[src/rtl/svs_pkg.sv]
package svs_pkg;
  localparam int SVS_WORD_W = 10;
  localparam int SVS_TAP_NEAR = 4;
  localparam int SVS_TAP_FAR = 9;
  localparam int SVS_CLIP_BITS = 2;

  typedef enum logic [1:0] {
    CLIP_PASS = 2'b00,
    CLIP_LOW  = 2'b01,
    CLIP_HIGH = 2'b10
  } clip_kind_e;
endpackage

[src/rtl/svs_clip.sv]
module svs_clip #(
  parameter int W = svs_pkg::SVS_WORD_W,
  parameter int CB = svs_pkg::SVS_CLIP_BITS
) (
  input  logic         en,
  input  logic [W-1:0] word_in,
  output logic [W-1:0] word_out
);
  import svs_pkg::*;

  clip_kind_e kind;

  generate
    if (CB == 0) begin : g_noclip
      always_comb kind = CLIP_PASS;
    end else begin : g_clip
      localparam int UPPER = W - CB;
      logic [UPPER-1:0] top_bits;
      always_comb begin
        top_bits = word_in[W-1:CB];
        if (!en)
          kind = CLIP_PASS;
        else if (top_bits == '0)
          kind = CLIP_LOW;
        else if (top_bits == '1)
          kind = CLIP_HIGH;
        else
          kind = CLIP_PASS;
      end
    end
  endgenerate

  always_comb begin
    unique case (kind)
      CLIP_LOW:  word_out = '0;
      CLIP_HIGH: word_out = '1;
      default:   word_out = word_in;
    endcase
  end
endmodule

[src/rtl/svs_shifter.sv]
module svs_shifter #(
  parameter int W = svs_pkg::SVS_WORD_W
) (
  input  logic         clk,
  input  logic         rst,
  input  logic         lock,
  input  logic         load,
  input  logic [W-1:0] load_word,
  output logic         ready,
  output logic         emit,
  output logic         bit_out
);
  localparam int CW = $clog2(W + 1);
  localparam logic [CW-1:0] FULL = CW'(W);
  localparam logic [CW-1:0] ONE = CW'(1);

  logic [W-1:0]  shreg;
  logic [CW-1:0] left;

  assign emit    = lock && (left != '0);
  assign ready   = lock && (left <= ONE);
  assign bit_out = shreg[0];

  always_ff @(posedge clk) begin
    if (rst) begin
      shreg <= '0;
      left  <= '0;
    end else if (load) begin
      shreg <= load_word;
      left  <= FULL;
    end else if (emit) begin
      shreg <= {1'b0, shreg[W-1:1]};
      left  <= left - ONE;
    end
  end

  p_count_bound_r3: assert property (@(posedge clk) disable iff (rst)
    left <= FULL);
  p_load_fills_r3: assert property (@(posedge clk) disable iff (rst)
    load |=> (left == FULL));
  p_unlocked_freeze_r7: assert property (@(posedge clk) disable iff (rst)
    (!lock && !load) |=> ($stable(left) && $stable(shreg)));
endmodule

[src/rtl/svs_scrambler.sv]
module svs_scrambler #(
  parameter int TAP_NEAR = svs_pkg::SVS_TAP_NEAR,
  parameter int TAP_FAR = svs_pkg::SVS_TAP_FAR
) (
  input  logic clk,
  input  logic rst,
  input  logic adv,
  input  logic din,
  output logic dout
);
  logic [TAP_FAR-1:0] hist;

  generate
    if (TAP_NEAR < TAP_FAR) begin : g_two_taps
      assign dout = din ^ hist[TAP_NEAR-1] ^ hist[TAP_FAR-1];
    end else begin : g_one_tap
      assign dout = din ^ hist[TAP_FAR-1];
    end
  endgenerate

  always_ff @(posedge clk) begin
    if (rst)
      hist <= '0;
    else if (adv)
      hist <= {hist[TAP_FAR-2:0], dout};
  end

  p_hist_hold_r7: assert property (@(posedge clk) disable iff (rst)
    !adv |=> $stable(hist));
  p_hist_age_r4: assert property (@(posedge clk) disable iff (rst)
    adv |=> (hist[TAP_FAR-1:1] == $past(hist[TAP_FAR-2:0])));
endmodule

[src/rtl/svs_nrzi.sv]
module svs_nrzi (
  input  logic clk,
  input  logic rst,
  input  logic adv,
  input  logic din,
  output logic line_q,
  output logic valid_q
);
  always_ff @(posedge clk) begin
    if (rst) begin
      line_q  <= 1'b0;
      valid_q <= 1'b0;
    end else begin
      valid_q <= adv;
      if (adv)
        line_q <= line_q ^ din;
    end
  end

  p_line_static_r7: assert property (@(posedge clk) disable iff (rst)
    !adv |=> ($stable(line_q) && !valid_q));
  p_one_toggles_r5: assert property (@(posedge clk) disable iff (rst)
    (adv && din) |=> (line_q != $past(line_q)));
  p_zero_holds_r5: assert property (@(posedge clk) disable iff (rst)
    (adv && !din) |=> $stable(line_q));
endmodule

[src/rtl/svs_serializer.sv]
module svs_serializer #(
  parameter int W = svs_pkg::SVS_WORD_W,
  parameter int CB = svs_pkg::SVS_CLIP_BITS,
  parameter int TAP_NEAR = svs_pkg::SVS_TAP_NEAR,
  parameter int TAP_FAR = svs_pkg::SVS_TAP_FAR
) (
  input  logic         clk,
  input  logic         rst,
  input  logic         lock,
  input  logic         clip_en,
  input  logic         in_valid,
  output logic         in_ready,
  input  logic [W-1:0] in_data,
  output logic         ser_bit,
  output logic         ser_valid
);
  logic [W-1:0] clipped;
  logic         load;
  logic         emit;
  logic         raw_bit;
  logic         scr_bit;

  assign load = in_valid && in_ready;

  svs_clip #(.W(W), .CB(CB)) u_clip (
    .en       (clip_en),
    .word_in  (in_data),
    .word_out (clipped)
  );

  svs_shifter #(.W(W)) u_shift (
    .clk       (clk),
    .rst       (rst),
    .lock      (lock),
    .load      (load),
    .load_word (clipped),
    .ready     (in_ready),
    .emit      (emit),
    .bit_out   (raw_bit)
  );

  svs_scrambler #(.TAP_NEAR(TAP_NEAR), .TAP_FAR(TAP_FAR)) u_scr (
    .clk  (clk),
    .rst  (rst),
    .adv  (emit),
    .din  (raw_bit),
    .dout (scr_bit)
  );

  svs_nrzi u_nrzi (
    .clk     (clk),
    .rst     (rst),
    .adv     (emit),
    .din     (scr_bit),
    .line_q  (ser_bit),
    .valid_q (ser_valid)
  );

  p_reset_clears_r1: assert property (@(posedge clk)
    rst |=> (!ser_valid && !ser_bit));
  p_ready_needs_lock_r2: assert property (@(posedge clk) disable iff (rst)
    !lock |-> !in_ready);
  p_unlocked_quiet_r7: assert property (@(posedge clk) disable iff (rst)
    !lock |=> (!ser_valid && $stable(ser_bit)));
endmodule

[config.mk]
export PLATFORM = sky130hd
export DESIGN_NAME = svs_serializer
export DESIGN_NICKNAME = d
export VERILOG_FILES = /design/src/rtl/svs_pkg.sv /design/src/rtl/svs_clip.sv /design/src/rtl/svs_shifter.sv /design/src/rtl/svs_scrambler.sv /design/src/rtl/svs_nrzi.sv /design/src/rtl/svs_serializer.sv
export SDC_FILE = /design/constraint.sdc
export NUM_CORES = 1
export LEC_CHECK = 0
export ABC_CLOCK_PERIOD_IN_PS = 1700
export CAP_MARGIN = 20
export CORE_UTILIZATION = 30
export DETAILED_ROUTE_END_ITERATION = 8
export SYNTH_ARGS = -nofsm -noshare
export SYNTH_HDL_FRONTEND = slang
export SYNTH_SLANG_ARGS = --single-unit
[constraint.sdc]
create_clock -name clk -period 1.7 [get_ports clk]
set_input_delay 0.34 -clock clk [delete_from_list [all_inputs] [get_ports clk]]
set_output_delay 0.34 -clock clk [all_outputs]
set_load 0.02 [all_outputs]
# Yosys cells after proc, flatten, opt, wreduce, memory -nomap -nowiden
# Cells that the tools add are included.
dict set report totals {
  ff_bits 25
  input_bits 15
  output_inout_bits 3
  wordCells 29
}
dict set report op_classes {
  add_sub_neg 1
  magnitude_cmp 1
  n_eq_ne 3
  n_mux 8
  n_bitwise 3
  n_reduce_logical 7
}
# op n
set ops {}
lappend ops {{10-bit two-way mux} 2}
lappend ops {{10-bit one-hot mux with 2 select lines} 1}
lappend ops {{8-bit equality test, second input constant} 1}
lappend ops {{8-bit zero test} 1}
lappend ops {{4-bit two-way mux} 2}
lappend ops {{2-bit two-way mux} 3}
lappend ops {{4-bit by 1-bit <= comparator with 1-bit output, second input constant} 1}
lappend ops {{4-bit nonzero test} 1}
lappend ops {{4-bit by 1-bit subtractor with 4-bit output, second input constant} 1}
lappend ops {{1-bit logical AND} 3}
lappend ops {{1-bit bitwise XOR} 3}
lappend ops {{2-bit by 1-bit equality test with 1-bit output, second input constant} 1}
lappend ops {{2-bit equality test, second input constant} 1}
lappend ops {{2-bit nonzero test} 1}
lappend ops {{2-bit OR reduction} 1}

# Longest topological paths before layout
dict set report logic_depth {
  word_depth 7
  depth_mapped 8
  mapped_depth_nobuf 7
}

# By module
# From an unflattened synthesis, not the netlist that was laid out.
dict set report hier_totals {
  hier_cells 156
  hier_area_um2 1287.5
}
# module n_inst cells_each area_each_um2 seq_area_each_um2
set by_module_without_submodules {}
lappend by_module_without_submodules {svs_shifter 1 88 724.4 280.3}
lappend by_module_without_submodules {svs_scrambler 1 30 340.3 180.2}
lappend by_module_without_submodules {svs_clip 1 31 143.9 0.0}
lappend by_module_without_submodules {svs_nrzi 1 6 72.6 40.0}
lappend by_module_without_submodules {svs_serializer 1 1 6.3 0.0}

# Worst setup path after synthesis
# OpenSTA, ideal clock, no wires.
dict set report synth_timing {
  kind {input to register}
  startpoint {in in_data[5]}
  endpoint {reg u_shift.shreg[7]}
  setup_time_ns 0.074
  t_arrival_ns 1.722
  required_time_ns 1.626
  setup_slack_ns -0.096
  cell_stages 8
  n_path_buf 1
  cell_sequence {nor4_1 -> nand4_1 -> ha_1 -> nor2b_1 -> clkbuf_1 -> a21oi_1 -> a21o_1 -> a31oi_1}
}
dict set report synth_between {
  elab_chain_cells 7
  word_cells_on_any_way 9
  cone_classes {eq/ne (3); mux (5); reduce/logical (1)}
}
# element line_no
set synth_lines {}
lappend synth_lines {{start: declaration} svs_serializer.sv:13} ;# input logic [W-1:0] in_data,
lappend synth_lines {{8-bit equality test} svs_clip.sv:25} ;# else if (top_bits == '1)
lappend synth_lines {{2-bit two-way mux} svs_clip.sv:25}
lappend synth_lines {{2-bit two-way mux (*)} svs_clip.sv:23} ;# else if (top_bits == '0)
lappend synth_lines {{2-bit two-way mux (*)} svs_clip.sv:21} ;# if (!en)
lappend synth_lines {{2-bit equality test / 2-bit by 1-bit equality test with 1-bit output (equally long branches)} svs_clip.sv:34} ;# unique case (kind)
lappend synth_lines {{10-bit one-hot mux with 2 select lines (*)} svs_clip.sv:34}
lappend synth_lines {{10-bit two-way mux (*)} svs_shifter.sv:28} ;# end else if (load) begin
lappend synth_lines {{end signal: assignment} svs_shifter.sv:29} ;# shreg <= load_word;
lappend synth_lines {{end signal: assignment} svs_shifter.sv:32} ;# shreg <= {1'b0, shreg[W-1:1]};
lappend synth_lines {{end: declaration} svs_shifter.sv:17} ;# logic [W-1:0] shreg;
# Mark *: on every way between the ends. The rest lies on a longest branch, timed or not.
# A chain may end at the register's enable or synchronous reset.

# Worst setup path after layout
dict set report layout_timing {
  startpoint {reg u_shift.left[1]}
  endpoint {out in_ready}
}
dict set report layout_between {
  elab_chain_cells 2
}
# element line_no
set layout_lines {}
lappend layout_lines {{start: declaration} svs_shifter.sv:18} ;# logic [CW-1:0] left;
lappend layout_lines {{start signal: assignment} svs_shifter.sv:33} ;# left <= left - ONE;
lappend layout_lines {{4-bit by 1-bit <= comparator with 1-bit output} svs_shifter.sv:21} ;# assign ready = lock && (left <= ONE);
lappend layout_lines {{1-bit logical AND} svs_shifter.sv:21}
lappend layout_lines {{end: declaration} svs_serializer.sv:12} ;# output logic in_ready,
# Every way passes these cells.

==> flow_metrics.tcl <==
set metrics [dict create \
    floorplan.initialDensity 0.319 \
    grt_overflow 0 \
    die_h_um 64.8 \
    io-pin-count 18 \
    crit_path_start_kind "register" \
    portBuffers 17 \
    placedCellCount 226 \
    first_global_vias 1141 \
    tritoncts "built" \
    clk_latency_ns 0.27 \
    power.ir.vdd_worst_v 0.000797 \
    synthTopCellsByArea "dfxtp_1 42%, nand2_1 9.8%, a21oi_1 9.3%" \
    residual_drc_count 0 \
    worst_slew_slack_as_a_fraction_of_its_limit 0.829 \
    row_count 22 \
    drt-pass1-iter-count 4 \
    grt_pass1_wl_um 4750 \
    drt_first_iter_violations 46 \
    pwr_density_cell_nw_per_um2 1300 \
    required_ns 1.36 \
    ant_nets 0 \
    cp_max_fo 3 \
    core_um2 3720 \
    n_antenna_cell 0 \
    criticalPathCategory "reg -> out" \
    synth.lib_cells_used.distinct 31 \
    cpPeakStageDelay_ns 0.35 \
    syn-instance-count 144 \
    ff_latch_area_um2 503 \
    failed_checks "negative setup slack" \
    ys_warn_count 0 \
    total_power_mw 2.30 \
    synth_seq_area_share 0.422 \
    cp.arrival_ns 1.36 \
    design.die.area_um2 4200 \
    postSynthRegisterBits 25 \
    synth-main-ff-cell "dfxtp_1" \
    layout_worst_path_cycle_share 1.00 \
    layout_min_cycle_time_ns 1.70 \
    layout.nets 211 \
    grt_setup_unrepaired "true" \
    maximum_number_of_pins_on_one_net_before_global_route_repair 16 \
    place_hpwl_um 2040 \
    area_used_by_multi_input_combinational_logic_um2 702 \
    leakage_nw 0.686 \
    setup.worst_path.end_class "primary output" \
    worstMarginPinSlew_ns 0.255 \
    cts_buffers 3 \
    final_hold_viol_count 0 \
    hp-class "reg -> reg" \
    yosys-top-cells-count "31 x nand2_1, 25 x dfxtp_1, 22 x a21oi_1" \
    wl_per_cell_um 11.8 \
    layout-drive-gt1-share 0.359 \
    cell_chosen_for_the_clock_root "clkbuf_8" \
    grt_usage 0.146 \
    antenna_found_initial 0 \
    setup_viol 1 \
    synth_top_area_share 0.422 \
    die_width_um 64.8 \
    yosys.cell_count.top_type "nand2_1" \
    cp_top_family "simple AND/OR/NAND/NOR gates" \
    finalWirelength_um 2830 \
    cts.sinks 25 \
    final-instance-count-excl-fill 240 \
    hold_buffers 0 \
    gpl.final_weighted_congestion 0.802 \
    worst-path-buf-inv 2 \
    result_of_the_run "complete, but fails checks" \
    vias_per_cell 4.79 \
    fillerInstances 388 \
    cp_slowest_cell "dfxtp_2" \
    synth_area_um2 1180 \
    number_of_synthesized_flops_with_an_enable_pin 0 \
    post_synth_top_area_cell "dfxtp_1" \
    synth_area_per_cell_um2 8.23 \
    worst_setup_hold_path_clk_slew_ns 0.09 \
    htreeDepth 1 \
    route.vias.total 1149 \
    layout_setup_ws_ns -0.00188 \
    cts.path.max_buffers 2 \
    maxCapViolations 0 \
    area_delta_synth_final_pct 50.1 \
    crit_chain "inv_4, ha_2, nor2_2, nor3_2, and2_1, buf_6" \
    maxSlewViolCount 0 \
    synth_async_sr_flop_share 0 \
    syn_nets 162 \
    max_freq_ghz 0.588 \
    fin_skew_ns 0.00674 \
]
final timing paths:
path	from	end	cells after the start	slack, ns
setup / recovery	u_shift.left[1]	in_ready	6	-0.002
hold / removal	u_scr.hist[4]	u_scr.hist[5]	2	0.45
setup reg to reg	u_shift.left[1]	u_shift.shreg[3]	7	0.02
hold reg to reg	u_scr.hist[4]	u_scr.hist[5]	2	0.45
cell usage in the layout (no fill, tap or decap), drive strengths merged, types with 2 or more instances in the layout:
master,netlist,layout
and2,2,2
a31oi,2,2
nor2,5,5
a21oi,24,24
nor4,2,2
xor2,2,2
nand2,32,32
nand3,4,4
clkdlybuf4s50,0,7
nor3,5,5
nand4,2,2
buf,4,38
clkbuf,4,4
ha,3,3
o221ai,7,7
inv,9,9
a21o,2,2
dlygate4sd2,0,5
dfxtp,25,25
cell families after synthesis:
group | count (synthesis) | share of synthesized area
simple gates | 58 | 0.244
compound gates | 36 | 0.189
flops | 25 | 0.422
buf+inv | 17 | 0.0581
xor+xnor | 4 | 0.0422
fa+ha+maj | 3 | 0.0317
mux | 1 | 0.0127
metrics by stage:
| stage | util | hold slack [ns] | area (µm²) | worst slack [ns] | TNS, ns |
|---|---|---|---|---|---|
| finish | 0.478 | 0.446 | 1780 | -0.00188 | -0.00188 |
| global route | 0.478 | 0.479 | 1780 | -0.0963 | -0.580 |
| CTS | 0.457 | 0.458 | 1700 | 0.00153 | 0 |
| detailed placement | 0.422 | 0.447 | 1570 | -0.620 | -5.46 |
| global placement | 0.422 | 0.437 | 1570 | -0.499 | -4.34 |
| floorplan | - | 0.432 | 1190 | 0.00518 | 0 |
final cells by class:
class,instances,share of cell area
multi-input combinational,102,0.395
tap,48,0.0338
clock buffer,3,0.0232
sequential,25,0.283
clock inverter,1,0.00422
timing repair buffer,52,0.241
inverter,9,0.0204
worst min-delay path: stages, from the launching register on:
cell and delay (ns):
dfxtp_1 0.32, nand2_1 0.05, a21oi_1 0.05
power breakdown:
group	total (mW)	leakage (nW)	switching, mW	internal (mW)
sequential	0.746	0.204	0.0615	0.685
combinational	1.20	0.460	0.528	0.669
clock	0.360	0.0217	0.194	0.166
routing by layer:
metal,wire length (µm),GRT usage
met2,1510,0.267
met4,44,0.0667
met3,77,0.0387
met5,0,0
met1,1200,0.154
timing repair:
action,CTS,global route
pin swaps,8,9
endpoints found under the setup margin,13,18
setup buffers,6,4
resized for setup,31,19
sequential cells by signal (all words and copies together) (netlist names):
signal          flops
u_nrzi.line_q       1
u_nrzi.valid_q      1
u_scr.hist          9
u_shift.left        4
u_shift.shreg      10
(Power assumes the default switching activity.)
